## config.mk

```make
export PLATFORM = sky130hd
export DESIGN_NAME = pcc_socket_glue
export DESIGN_NICKNAME = d
export VERILOG_FILES = /design/src/rtl/pcc_glue_pkg.sv /design/src/rtl/pcc_ctl_regs.sv /design/src/rtl/pcc_fb_sync.sv /design/src/rtl/pcc_sock_route.sv /design/src/rtl/pcc_cycle_decode.sv /design/src/rtl/pcc_socket_glue.sv
export SDC_FILE = /design/constraint.sdc
export NUM_CORES = 1
export LEC_CHECK = 0
export ABC_AREA = 0
export BUFFER_PORTS_ARGS = -buffer_cell sky130_fd_sc_hd__buf_2
export CAP_MARGIN = 20
export CORE_ASPECT_RATIO = 0.8
export CORE_MARGIN = 10
export CORE_UTILIZATION = 43
export CTS_BUF_LIST = sky130_fd_sc_hd__clkbuf_4 sky130_fd_sc_hd__clkbuf_8 sky130_fd_sc_hd__clkbuf_16
export DETAILED_ROUTE_END_ITERATION = 12
export PLACE_DENSITY = 0.86
export SETUP_SLACK_MARGIN = 0.3
export SYNTH_ARGS = -nofsm -noshare
export SYNTH_HDL_FRONTEND = slang
export SYNTH_SLANG_ARGS = --single-unit
```

## constraint.sdc

```tcl
create_clock -name clk -period 1.6 [get_ports clk]
set_clock_uncertainty 0.05 [all_clocks]
set_input_delay 0.16 -clock clk [delete_from_list [all_inputs] [get_ports clk]]
set_output_delay 0.16 -clock clk [all_outputs]
set_load 0.02 [all_outputs]
```

## src/rtl/pcc_glue_pkg.sv

```systemverilog
package pcc_glue_pkg;
  localparam int NSOCK = 2;
  localparam int CTL_W = 1 + 3 * NSOCK;

  typedef struct packed {
    logic [NSOCK-1:0] card_rst;
    logic [NSOCK-1:0] drv_en;
    logic [NSOCK-1:0] present;
    logic             two_sock;
  } ctl_t;

  typedef enum logic [2:0] {
    CYC_IDLE  = 3'd0,
    CYC_IO8   = 3'd1,
    CYC_WORD  = 3'd2,
    CYC_HIODD = 3'd3,
    CYC_BAD   = 3'd4
  } cyc_e;

  function automatic cyc_e classify(input logic ce2_n, input logic ce1_n,
                                    input logic ior_n, input logic iow_n,
                                    input logic a0, input logic is16_n);
    cyc_e k;
    if (ior_n && iow_n) k = CYC_IDLE;
    else if (!ior_n && !iow_n) k = CYC_BAD;
    else begin
      unique case ({ce2_n, ce1_n})
        2'b10:   k = CYC_IO8;
        2'b00:   k = (!is16_n && !a0) ? CYC_WORD : CYC_BAD;
        2'b01:   k = CYC_HIODD;
        default: k = CYC_BAD;
      endcase
    end
    return k;
  endfunction

  // {lo, hi, odd}
  function automatic logic [2:0] lanes_of(input cyc_e k, input logic a0);
    logic [2:0] r;
    unique case (k)
      CYC_IO8:   r = {1'b1, 1'b0, a0};
      CYC_WORD:  r = 3'b110;
      CYC_HIODD: r = 3'b011;
      default:   r = 3'b000;
    endcase
    return r;
  endfunction
endpackage

```

## src/rtl/pcc_ctl_regs.sv

```systemverilog
module pcc_ctl_regs
  import pcc_glue_pkg::*;
(
  input  logic             clk,
  input  logic             rst_n,
  input  logic             we,
  input  logic [CTL_W-1:0] wdata,
  output ctl_t             ctl
);
  always_ff @(posedge clk or negedge rst_n) begin
    if (!rst_n) ctl <= '0;
    else if (we) ctl <= ctl_t'(wdata);
  end
endmodule

```

## src/rtl/pcc_fb_sync.sv

```systemverilog
module pcc_fb_sync #(
  parameter int W      = 2,
  parameter int STAGES = 2
) (
  input  logic         clk,
  input  logic         rst_n,
  input  logic [W-1:0] d,
  output logic [W-1:0] q
);
  logic [W-1:0] chain [STAGES];

  always_ff @(posedge clk or negedge rst_n) begin
    if (!rst_n) chain[0] <= '1;
    else chain[0] <= d;
  end

  for (genvar g = 1; g < STAGES; g++) begin : g_stage
    always_ff @(posedge clk or negedge rst_n) begin
      if (!rst_n) chain[g] <= '1;
      else chain[g] <= chain[g-1];
    end
  end

  assign q = chain[STAGES-1];
endmodule

```

## src/rtl/pcc_sock_route.sv

```systemverilog
module pcc_sock_route
  import pcc_glue_pkg::*;
(
  input  logic             two_sock,
  input  logic [NSOCK-1:0] drv_en,
  input  logic             act_sock,
  input  logic             sel,
  input  logic             ce1_n,
  input  logic             ce2_n,
  input  logic             ior_n,
  input  logic             iow_n,
  output logic [NSOCK-1:0] xcvr_oe_n,
  output logic [NSOCK-1:0] s_ce1_n,
  output logic [NSOCK-1:0] s_ce2_n,
  output logic [NSOCK-1:0] s_ior_n,
  output logic [NSOCK-1:0] s_iow_n
);
  logic xcvr_go;
  logic [NSOCK-1:0] sock_on;

  assign xcvr_go = two_sock ? (!ce1_n || !ce2_n) : sel;

  for (genvar s = 0; s < NSOCK; s++) begin : g_sock
    assign sock_on[s]   = drv_en[s] && (int'(act_sock) == s);
    assign xcvr_oe_n[s] = !(sock_on[s] && xcvr_go);
    assign s_ce1_n[s]   = sock_on[s] ? ce1_n : 1'b1;
    assign s_ce2_n[s]   = sock_on[s] ? ce2_n : 1'b1;
    assign s_ior_n[s]   = sock_on[s] ? ior_n : 1'b1;
    assign s_iow_n[s]   = sock_on[s] ? iow_n : 1'b1;
  end
endmodule

```

## src/rtl/pcc_cycle_decode.sv

```systemverilog
module pcc_cycle_decode
  import pcc_glue_pkg::*;
(
  input  logic ce1_n,
  input  logic ce2_n,
  input  logic ior_n,
  input  logic iow_n,
  input  logic a0,
  input  logic is16_n,
  output cyc_e kind,
  output logic lo_en,
  output logic hi_en,
  output logic odd,
  output logic rd,
  output logic wr,
  output logic bad
);
  logic valid;

  assign kind  = classify(ce2_n, ce1_n, ior_n, iow_n, a0, is16_n);
  assign {lo_en, hi_en, odd} = lanes_of(kind, a0);
  assign valid = (kind != CYC_IDLE) && (kind != CYC_BAD);
  assign rd    = valid && !ior_n;
  assign wr    = valid && !iow_n;
  assign bad   = (kind == CYC_BAD);
endmodule

```

## src/rtl/pcc_socket_glue.sv

```systemverilog
module pcc_socket_glue
  import pcc_glue_pkg::*;
#(
  parameter int SYNC_STAGES = 2
) (
  input  logic             clk,
  input  logic             rst_n,
  input  logic             ctl_we,
  input  logic [CTL_W-1:0] ctl_wdata,
  input  logic             host_sock_sel,
  input  logic             host_rd_nwr,
  input  logic             host_ce1_n,
  input  logic             host_ce2_n,
  input  logic             host_a0,
  input  logic             host_ior_n,
  input  logic             host_iow_n,
  input  logic             host_addr_drv_req,
  input  logic [NSOCK-1:0] card_detect_n,
  input  logic [NSOCK-1:0] card_wait_n,
  input  logic [NSOCK-1:0] card_iois16_n,
  output logic [NSOCK-1:0] xcvr_oe_n,
  output logic             xcvr_dir,
  output logic             addr_oe_n,
  output logic [NSOCK-1:0] sock_ce1_n,
  output logic [NSOCK-1:0] sock_ce2_n,
  output logic [NSOCK-1:0] sock_ior_n,
  output logic [NSOCK-1:0] sock_iow_n,
  output logic [NSOCK-1:0] sock_reset,
  output logic             host_wait_n,
  output logic             host_iois16_n,
  output logic             lane_lo_en,
  output logic             lane_hi_en,
  output logic             odd_byte,
  output logic             io_read,
  output logic             io_write,
  output logic             bad_cycle
);
  ctl_t             ctl;
  logic             act_sock;
  logic             fb_open;
  logic [NSOCK-1:0] wait_s;
  logic [NSOCK-1:0] width_s;
  logic [NSOCK-1:0] ctl_present;
  cyc_e             cyc_kind;

  pcc_ctl_regs i_regs (
    .clk(clk), .rst_n(rst_n), .we(ctl_we), .wdata(ctl_wdata), .ctl(ctl)
  );

  pcc_fb_sync #(.W(NSOCK), .STAGES(SYNC_STAGES)) i_sync_wait (
    .clk(clk), .rst_n(rst_n), .d(card_wait_n), .q(wait_s)
  );

  pcc_fb_sync #(.W(NSOCK), .STAGES(SYNC_STAGES)) i_sync_width (
    .clk(clk), .rst_n(rst_n), .d(card_iois16_n), .q(width_s)
  );

  assign ctl_present   = ctl.present;
  assign act_sock      = ctl.two_sock ? host_sock_sel : 1'b0;
  assign fb_open       = ctl.present[act_sock] && !card_detect_n[act_sock];
  assign host_wait_n   = fb_open ? wait_s[act_sock]  : 1'b1;
  assign host_iois16_n = fb_open ? width_s[act_sock] : 1'b1;

  assign xcvr_dir   = host_rd_nwr;
  assign addr_oe_n  = !(host_addr_drv_req && (|ctl.drv_en));
  assign sock_reset = ctl.card_rst;

  pcc_sock_route i_route (
    .two_sock(ctl.two_sock), .drv_en(ctl.drv_en), .act_sock(act_sock),
    .sel(host_sock_sel), .ce1_n(host_ce1_n), .ce2_n(host_ce2_n),
    .ior_n(host_ior_n), .iow_n(host_iow_n), .xcvr_oe_n(xcvr_oe_n),
    .s_ce1_n(sock_ce1_n), .s_ce2_n(sock_ce2_n),
    .s_ior_n(sock_ior_n), .s_iow_n(sock_iow_n)
  );

  pcc_cycle_decode i_dec (
    .ce1_n(host_ce1_n), .ce2_n(host_ce2_n), .ior_n(host_ior_n),
    .iow_n(host_iow_n), .a0(host_a0), .is16_n(host_iois16_n),
    .kind(cyc_kind), .lo_en(lane_lo_en), .hi_en(lane_hi_en),
    .odd(odd_byte), .rd(io_read), .wr(io_write), .bad(bad_cycle)
  );
endmodule

```

# Word-level counts from Yosys, hierarchy flattened
# Cells that the tools add are included.
dict set report totals {
  elab_cells 68
  out_inout_bits 22
  register_bits 15
  in_bits 24
}
dict set report op_classes {
  n_bitwise 1
  n_mux 25
  n_reduce_logical 26
  order_cmp 1
  eq_ne 7
}
# operator count
set ops {}
lappend ops {{$mux 1} 20}
lappend ops {{$pmux 3 s3} 2}
lappend ops {{$logic_and 1x1->1} 12}
lappend ops {{$logic_not 1->1} 10}
lappend ops {{$mux 3} 3}
lappend ops {{$eq 3x2->1 const B} 2}
lappend ops {{$eq 3x1->1 const B} 1}
lappend ops {{$eq 3x3->1 const B} 1}
lappend ops {{$ne 3x3->1 const B} 1}
lappend ops {{$reduce_bool 3->1} 1}
lappend ops {{$eq 2x1->1 const B} 1}
lappend ops {{$eq 2x2->1 const B} 1}
lappend ops {{$logic_not 2->1} 1}
lappend ops {{$lt 1x2->1 const B} 1}
lappend ops {{$reduce_or 2->1} 1}
lappend ops {{$logic_or 1x1->1} 1}
lappend ops {{$not 1->1} 1}

# Logic depth before layout (Yosys ltp)
# Gate-level depths: netlist of the first run.
dict set report logic_depth {
  depth_word 15
  depth_mapped 5
  ltp_nobuf 5
}

# Modules after synthesis
# From an unflattened synthesis of the first run, not the netlist that was laid out.
dict set report unflattened {
  hier_cells 80
  area_unflattened_um2 888.4
}
# mod cells_per_inst n_inst area_each_um2
set by_module_without_submodules {}
lappend by_module_without_submodules {pcc_ctl_regs 15 1 291.5}
lappend by_module_without_submodules {pcc_fb_sync 6 2 120.1}
lappend by_module_without_submodules {pcc_cycle_decode 27 1 198.9}
lappend by_module_without_submodules {pcc_sock_route 13 1 83.8}
lappend by_module_without_submodules {pcc_socket_glue 13 1 73.8}

# Least setup slack after synthesis of the first run
# No wires, ideal clock.
dict set report synth_timing {
  path_type {register -> output}
  from {register i_regs.ctl[0] (netlist name)}
  to {output odd_byte}
  arrival_time_ns 1.382
  required_ns 1.390
  slack_ns 0.008
  path_stages_with_launch 5
  cell_sequence {dfrtp_1 -> nand2_2 -> mux2i_2 -> nor2_1 -> o311a_1}
}
dict set report synth_between {
  elab_chain_len 14
}
# item line
set synth_rtl {}
lappend synth_rtl {{$mux 1 (*)} pcc_socket_glue.sv:59} ;# assign act_sock = ctl.two_sock ? host_sock_sel : 1'b0;
lappend synth_rtl {{$mux 1 (not written as such) (2 in a row)} pcc_socket_glue.sv:60} ;# assign fb_open = ctl.present[act_sock] && !card_detect_n[act_sock];
lappend synth_rtl {{$logic_not 1->1} pcc_socket_glue.sv:60}
lappend synth_rtl {{$logic_and 1x1->1} pcc_socket_glue.sv:60}
lappend synth_rtl {{$mux 1 (*)} pcc_socket_glue.sv:62} ;# assign host_iois16_n = fb_open ? width_s[act_sock] : 1'b1;
lappend synth_rtl {{net host_iois16_n} pcc_socket_glue.sv:30} ;# output logic host_iois16_n,
lappend synth_rtl {{$logic_not 1->1 (*)} pcc_glue_pkg.sv:29} ;# 2'b00: k = (!is16_n && !a0) ? CYC_WORD : CYC_BAD;
lappend synth_rtl {{$logic_and 1x1->1 (*)} pcc_glue_pkg.sv:29}
lappend synth_rtl {{$mux 3 (*)} pcc_glue_pkg.sv:29}
lappend synth_rtl {{$pmux 3 s3 (*)} pcc_glue_pkg.sv:27} ;# unique case ({ce2_n, ce1_n})
lappend synth_rtl {{$mux 3 (*)} pcc_glue_pkg.sv:25} ;# else if (!ior_n && !iow_n) k = CYC_BAD;
lappend synth_rtl {{$mux 3 (*)} pcc_glue_pkg.sv:24} ;# if (ior_n && iow_n) k = CYC_IDLE;
lappend synth_rtl {{$eq 3x2->1 or $eq 3x1->1 (tied branches)} pcc_glue_pkg.sv:40} ;# unique case (k)
lappend synth_rtl {{$pmux 3 s3 (*)} pcc_glue_pkg.sv:40}
lappend synth_rtl {{to (decl)} pcc_socket_glue.sv:33} ;# output logic odd_byte,
# The timed path passes the listed nets; every way through them passes the cells marked *. The select of a mux whose other input is x is not followed.

# Worst setup path in the final report of the first run
dict set report layout_timing {
  from {register i_sync_width.chain, in the netlist i_sync_width.q[1]}
  to {output odd_byte}
}
dict set report layout_between {
  elab_chain_len 11
}
# item line
set layout_rtl {}
lappend layout_rtl {{from (decl)} pcc_fb_sync.sv:10} ;# logic [W-1:0] chain [STAGES];
lappend layout_rtl {{from (signal, indexed assignment)} pcc_fb_sync.sv:20} ;# else chain[g] <= chain[g-1];
lappend layout_rtl {{$mux 1 (not written as such) (*) (2 in a row)} pcc_socket_glue.sv:62}
lappend layout_rtl {{$mux 1 (*)} pcc_socket_glue.sv:62}
lappend layout_rtl {{$logic_not 1->1 (*)} pcc_glue_pkg.sv:29}
lappend layout_rtl {{$logic_and 1x1->1 (*)} pcc_glue_pkg.sv:29}
lappend layout_rtl {{$mux 3 (*)} pcc_glue_pkg.sv:29}
lappend layout_rtl {{$pmux 3 s3 (*)} pcc_glue_pkg.sv:27}
lappend layout_rtl {{$mux 3 (*)} pcc_glue_pkg.sv:25}
lappend layout_rtl {{$mux 3 (*)} pcc_glue_pkg.sv:24}
lappend layout_rtl {{$eq 3x2->1 or $eq 3x1->1 (tied branches)} pcc_glue_pkg.sv:40}
lappend layout_rtl {{$pmux 3 s3 (*)} pcc_glue_pkg.sv:40}
# Every way passes the cells marked *; elsewhere a longest branch is shown, timed or not. The select of a mux whose other input is x is not followed.

==> impl_metrics.yaml, run 1 <==
power:
  power_mw: 1.05
  switchingPower_mw: 0.311
  powerDensity_mw_per_mm2: 699
  ir_worst_vdd_mv: 0.643
  intPower_mw: 0.740
  combPwrFrac_pct: 38.0
  seq_power_share_pct: 41.7
  switching_share_pct: 29.6
  p_leak_nw: 0.697
  pwr-share-clk_pct: 20.3
global_route:
  grt_pass1_vias: 838
  grt_pass1_wl_um: 3570
  grt_start_max_net_pins: 16
  antenna_found_initial: 0
  grt_remaining_overflow: 0
  track_usage_pct: 10.1
drt:
  vias_per_cell: 5.06
  wl_um: 2610
  wl_per_cell_um: 15.8
  drt-initial-drc-count: 81
  drc: 0
  antenna_left: 0
  first_pass_iters: 4
  routed-via-count: 835
floorplanning:
  io_pins: 46
  die-height_um: 59.8
  die_x_um: 69.7
  num_rows: 14
  start_util_pct: 45.3
  die_area_mm2: 0.00416
  core_mm2: 0.00187
clock_network:
  cts_buffers: 3
  clk_pin_slew_ns: 0.08
  clock_sinks: 15
  insertion_delay_ns: 0.26
  cts_tree: "yes"
  cts_root_buffer: "clkbuf_4"
  h-tree-depth: 1
  clock_path_buffers: 2
critical_path:
  crit_fanout: 2
  arrival_ns: 1.68
  crit_chain: "nor3b_4 -> buf_4 -> mux2i_4 -> nor2_1 -> o311a_1 -> buf_6"
  crit_buf_inv: 2
  crit_type: "flop to output pin"
  crit_path_max_incr_delay_ns: 0.55
  critPathTopFamily: "flip-flops"
  endpoint_kind: "output pin"
  crit_required_ns: 1.39
  start_kind: "flop"
  critPathSlowestCell: "dfstp_2"
timing:
  worstMarginPinSlew_ns: 0.340
  slew_headroom_pct: 77.2
  setup_viol: 10
  fin_ws_ns: -0.293
  fin_crit_sh_pct: 118
  hold_viol_final: 0
  drv_slew: 0
  fmax_mhz: 528
  fin_crit_ns: 1.89
  setup_tns_ns: -1.53
  rsz0062_at_grt: "yes"
placement:
  dp_slack_ns: 0.00336
  place.gp.congestion: 0.797
  hpwl_um: 1860
  dpl_cell_area_mm2: 0.00118
  portBuffers: 43
final_layout:
  n_fill_cell: 123
  num_antenna_cells: 0
  fin_area_mm2: 0.00150
  layout-drive-gt1-share_pct: 70.9
  layout_commonest_cell: "buf_2"
  final_cell_mix: "26 x buf_2, 20 x buf_6, 11 x buf_4"
  utilization_pct: 80.1
  multi_input_area_um2: 559
  seq_area_um2: 387
  area_delta_synth_final_pct: 76.7
  nets: 168
yosys:
  ys.warnings.count: 0
  syn_area_per_cell_um2: 10.8
  ys_ff_latch: 15
  ys_seq_area_share_pct: 45.4
  synthDistinctLibCells: 27
  syn-cell-area_um2: 850
  yosys-top-cells-area: "dfstp_2 25%, dfrtp_1 21%, mux2_2 9.3%"
  synth_nets: 105
  synth_top_area_share_pct: 24.7
  synth_top_cell_by_area: "dfstp_2"
  synthCells: 79
worst_hold_path:
  min_path_type: "input pin to flop"
job:
  maxCapViolations: 0
status:
  violations: "setup timing"
  outcome: "finished with violations"
==> per-stage QoR <==
step,std cells,hold WS (ns)
3_5_place_dp,151,0.0208
5_1_grt,165,0.0542
6_report,165,0.0694
4_1_cts,163,0.0588
2_1_floorplan,79,-0.186
3_3_place_gp,151,0.00977
==> routing by layer <==
layer	global-route usage [%]	part of all wire (%)	wire, um
met3	4.47	8.8	230
met1	10.7	40	1030
met5	0	0	0
met2	18.2	52	1350
met4	2.53	0	0
==> repair_timing <==
action / CTS / global route
resized for setup: 38 / 17
buffers inserted: 3 / 2
pin swaps: 3 / 3
hold buffers: 5 / 0
setup endpoints to repair: 18 / 19
gates cloned: 0 / 0
hold endpoints to repair: 19 / 0
==> cell usage after synthesis <==
cell and n:
nand2_2 1, and3b_1 1, nor2b_1 2, and2b_2 1, xor2_1 2, ha_1 2
o311a_1 2, clkbuf_1 1, inv_1 2, nand2_1 3, nand2b_1 3, dfstp_2 8
dfrtp_1 7, nor2_1 4, buf_4 3, nor4b_1 1, mux2i_2 1, nor3b_1 3
nand3_1 5, a21boi_2 1, o21a_1 1, or2_2 5, mux2_2 7, a22oi_2 1
o21ai_0 5, a21oi_1 5, nor3b_2 2
==> worst register-to-register path: stages (launching register included) <==
cell and delay (ns):
dfrtp_1 0.42, buf_6 0.13, buf_6 0.10, buf_6 0.12, mux2_2 0.25
==> final timing paths <==
path / startpoint / endpoint / slack [ns] / cells after the start
setup / recovery: i_sync_width.q[1] / odd_byte / -0.29 / 6
hold / removal: ctl_wdata[3] / i_regs.ctl[3] / 0.07 / 2
setup reg to reg: i_regs.ctl[0] / i_regs.ctl[0] / 0.42 / 4
hold reg to reg: i_sync_width.chain[3] / i_sync_width.q[1] / 0.31 / 0
max in group asynchronous: rst_n / i_sync_width.q[0] / 0.94 / 2
min in group asynchronous: rst_n / i_regs.ctl[0] / 0.27 / 2
==> layout make-up <==
type                            instances  share of cell area [%]
Multi-Input combinational cell         58                    37.2
Inverter                                2                   0.500
Tap cell                               24                    2.00
Clock buffer                            4                    2.00
Timing Repair Buffer                   62                    32.5
Sequential cell                        15                    25.8
==> power by group through the flow <==
| stage | Sequential (mW) | Combinational, mW | Clock, mW |
|---|---|---|---|
| global route | 0.442 | 0.426 | 0.238 |
| floorplan | 0.437 | 0.184 | 0 |
| global placement | 0.438 | 0.288 | 0 |
| CTS | 0.435 | 0.363 | 0.226 |
| finish | 0.438 | 0.399 | 0.213 |
| detailed placement | 0.439 | 0.294 | 0 |
==> flip-flops by register name, indices dropped and copies added (netlist names) <==
| signal | flops |
|---|---|
| i_sync_wait.q | 2 |
| i_sync_width.q | 2 |
| i_regs.ctl | 7 |
| i_sync_wait.chain | 2 |
| i_sync_width.chain | 2 |
==> kinds of logic after synthesis <==
group,after synthesis,synth area share [%]
adders and majority gates,2,2.95
muxes,8,10.9
and+or+nand+nor,31,22.8
DFF,15,45.4
buffers and inverters,6,3.98
xor gates and xnor gates,2,2.06
AOI/OAI and AO/OA,15,11.9
Power figures use the tool's default switching activity.
==> run 2: changes to the inputs <==
--- a/config.mk
+++ b/config.mk
@@ -6,15 +6,18 @@
 export NUM_CORES = 1
 export LEC_CHECK = 0
 export ABC_AREA = 0
-export BUFFER_PORTS_ARGS = -buffer_cell sky130_fd_sc_hd__buf_2
 export CAP_MARGIN = 20
+export CELL_PAD_IN_SITES_DETAIL_PLACEMENT = 0
+export CELL_PAD_IN_SITES_GLOBAL_PLACEMENT = 1
 export CORE_ASPECT_RATIO = 0.8
 export CORE_MARGIN = 10
-export CORE_UTILIZATION = 43
+export CORE_UTILIZATION = 44
 export CTS_BUF_LIST = sky130_fd_sc_hd__clkbuf_4 sky130_fd_sc_hd__clkbuf_8 sky130_fd_sc_hd__clkbuf_16
 export DETAILED_ROUTE_END_ITERATION = 12
-export PLACE_DENSITY = 0.86
+export DONT_BUFFER_PORTS = 1
+export PLACE_DENSITY = 0.84
 export SETUP_SLACK_MARGIN = 0.3
 export SYNTH_ARGS = -nofsm -noshare
 export SYNTH_HDL_FRONTEND = slang
+export SYNTH_HIERARCHICAL = 1
 export SYNTH_SLANG_ARGS = --single-unit
==> impl_metrics.yaml, run 2 <==
worst_hold_path:
  min_path_type: "input pin to output pin"
  holdPathStages: 0
  hold_start: "host_rd_nwr"
  hold_end: "xcvr_dir"
global_route:
  gr-usage-met2_pct: 21.3
  use_met3_pct: 3.48
  grt_pass1_wl_um: 3720
  antenna_found_initial: 0
  grt_start_max_net_pins: 16
  grt_busiest_layer: "met2"
  grt_pass1_vias: 736
  grt_remaining_overflow: 0
  track_usage_pct: 10.8
  use_met1_pct: 11.2
final_layout:
  largest_reg_flops: 7
  nets: 134
  n_fill_cell: 131
  final_cell_mix: "14 x buf_4, 13 x dlygate4sd3_1, 8 x dfstp_2"
  top_register: "i_regs/ctl"
  layout-drive-gt1-share_pct: 62.6
  area_delta_synth_final_pct: 50.5
  utilization_pct: 69.6
  num_antenna_cells: 0
  layout_commonest_cell: "buf_4"
floorplanning:
  core_mm2: 0.00189
  io_pins: 46
  num_rows: 14
  die_area_mm2: 0.00418
  die-height_um: 59.9
  start_util_pct: 46.2
  die_x_um: 69.8
drt:
  first_pass_iters: 4
  vias_per_cell: 5.02
  antenna_left: 0
  drc: 0
  wl_per_cell_um: 18.4
  wl_um: 2410
  routed-via-count: 658
  drt-initial-drc-count: 23
status:
  outcome: "finished with violations"
  violations: "setup timing"
power:
  p_leak_nw: 0.589
  ir_worst_vdd_mv: 0.658
  powerDensity_mw_per_mm2: 753
clock_network:
  clock_sinks: 15
  h-tree-depth: 1
  clk_pin_slew_ns: 0.09
  cts_root_buffer: "clkbuf_4"
  cts_tree: "yes"
  cts_buffers: 3
  clock_path_buffers: 2
  insertion_delay_ns: 0.27
timing:
  fin_crit_ns: 2.01
  setup_viol: 16
  worstMarginPinSlew_ns: 0.610
  holdWs_ns: 0.270
  slew_headroom_pct: 59.2
  rsz0062_at_grt: "yes"
  fin_ws_ns: -0.409
  fmax_mhz: 498
  drv_slew: 0
  hold_viol_final: 0
  fin_crit_sh_pct: 126
critical_path:
  reg2reg_slack_ns: 0.47
  arrival_ns: 1.80
  crit_fanout: 3
  reg2reg_depth: 3
  crit_required_ns: 1.39
  crit_type: "flop to output pin"
  r2r_start: "i_regs/ctl[0]"
  endpoint_kind: "output pin"
  timing.rr.end: "i_regs/ctl[0]"
  start_kind: "flop"
placement:
  hpwl_um: 1630
  place.gp.congestion: 0.693
  portBuffers: 0
yosys:
  ys.warnings.count: 6
  syn_area_per_cell_um2: 11.4
  synthCells: 77
  syn-cell-area_um2: 875
  synth_nets: 103
job:
  maxCapViolations: 0
[run 2: layout make-up]
cell class              instances  area [um2]  area share, %
flip-flops and latches         15         387           29.4
inverters                       6        22.5           1.71
clock buffers                   3        22.5           1.71
clock inverters                 1        5.00          0.380
repair buffers                 32         292           22.1
multi-input cells              50         558           42.4
well taps                      24        30.0           2.28
[run 2: report_power, final]
part	switching (mW)	leakage [nW]	internal, mW
combinational	0.165	0.407	0.166
sequential	0.0299	0.165	0.416
clock	0.121	0.0177	0.0925
[run 2: how the worst max path moves through the flow]
stage | start | endpoint | slack (ns) | depth (start not counted)
after floorplan | i_regs/ctl[0] | lane_lo_en | -0.20 | 7
after global placement | i_regs/ctl[0] | lane_lo_en | -0.11 | 8
after detailed placement | i_regs/ctl[0] | lane_lo_en | -0.16 | 8
after CTS | i_regs/ctl[0] | lane_lo_en | -0.42 | 8
after global routing | i_regs/ctl[0] | odd_byte | -0.56 | 8
final | i_regs/ctl[0] | lane_lo_en | -0.41 | 8
[run 2: critical path, stage by stage (launching register included)]
cell     delay, ns
dfrtp_1       0.42
nand2_2       0.09
inv_2         0.06
o21ai_4       0.15
nand3_4       0.11
nor3b_4       0.24
mux2i_1       0.14
mux2i_2       0.18
buf_4         0.16
[run 2: metal layers]
| layer | vias up | routed length, um |
|---|---|---|
| met5 | - | 0 |
| met4 | 0 | 0 |
| met3 | 0 | 128 |
| met2 | 18 | 1400 |
| met1 | 319 | 876 |
| li1 | 321 | - |
[run 2: timing repair]
action	4_1_cts	5_1_grt
hold buffers	13	0
endpoints found under the hold margin	26	0
setup buffers	3	4
pin swaps	5	4
gates resized for setup	18	7
endpoints found under the setup margin	18	19
[run 2: metrics by stage]
stage,cell area [um2],setup slack (ns),std cells,power [mW],TNS (ns)
after detailed placement,997,-0.156,107,0.675,-0.751
after CTS,1260,-0.420,127,0.966,-2.58
after floorplan,926,-0.200,77,0.628,-0.884
final,1320,-0.409,131,0.991,-3.53
after global routing,1320,-0.564,131,1.04,-5.39
after global placement,997,-0.105,107,0.671,-0.479
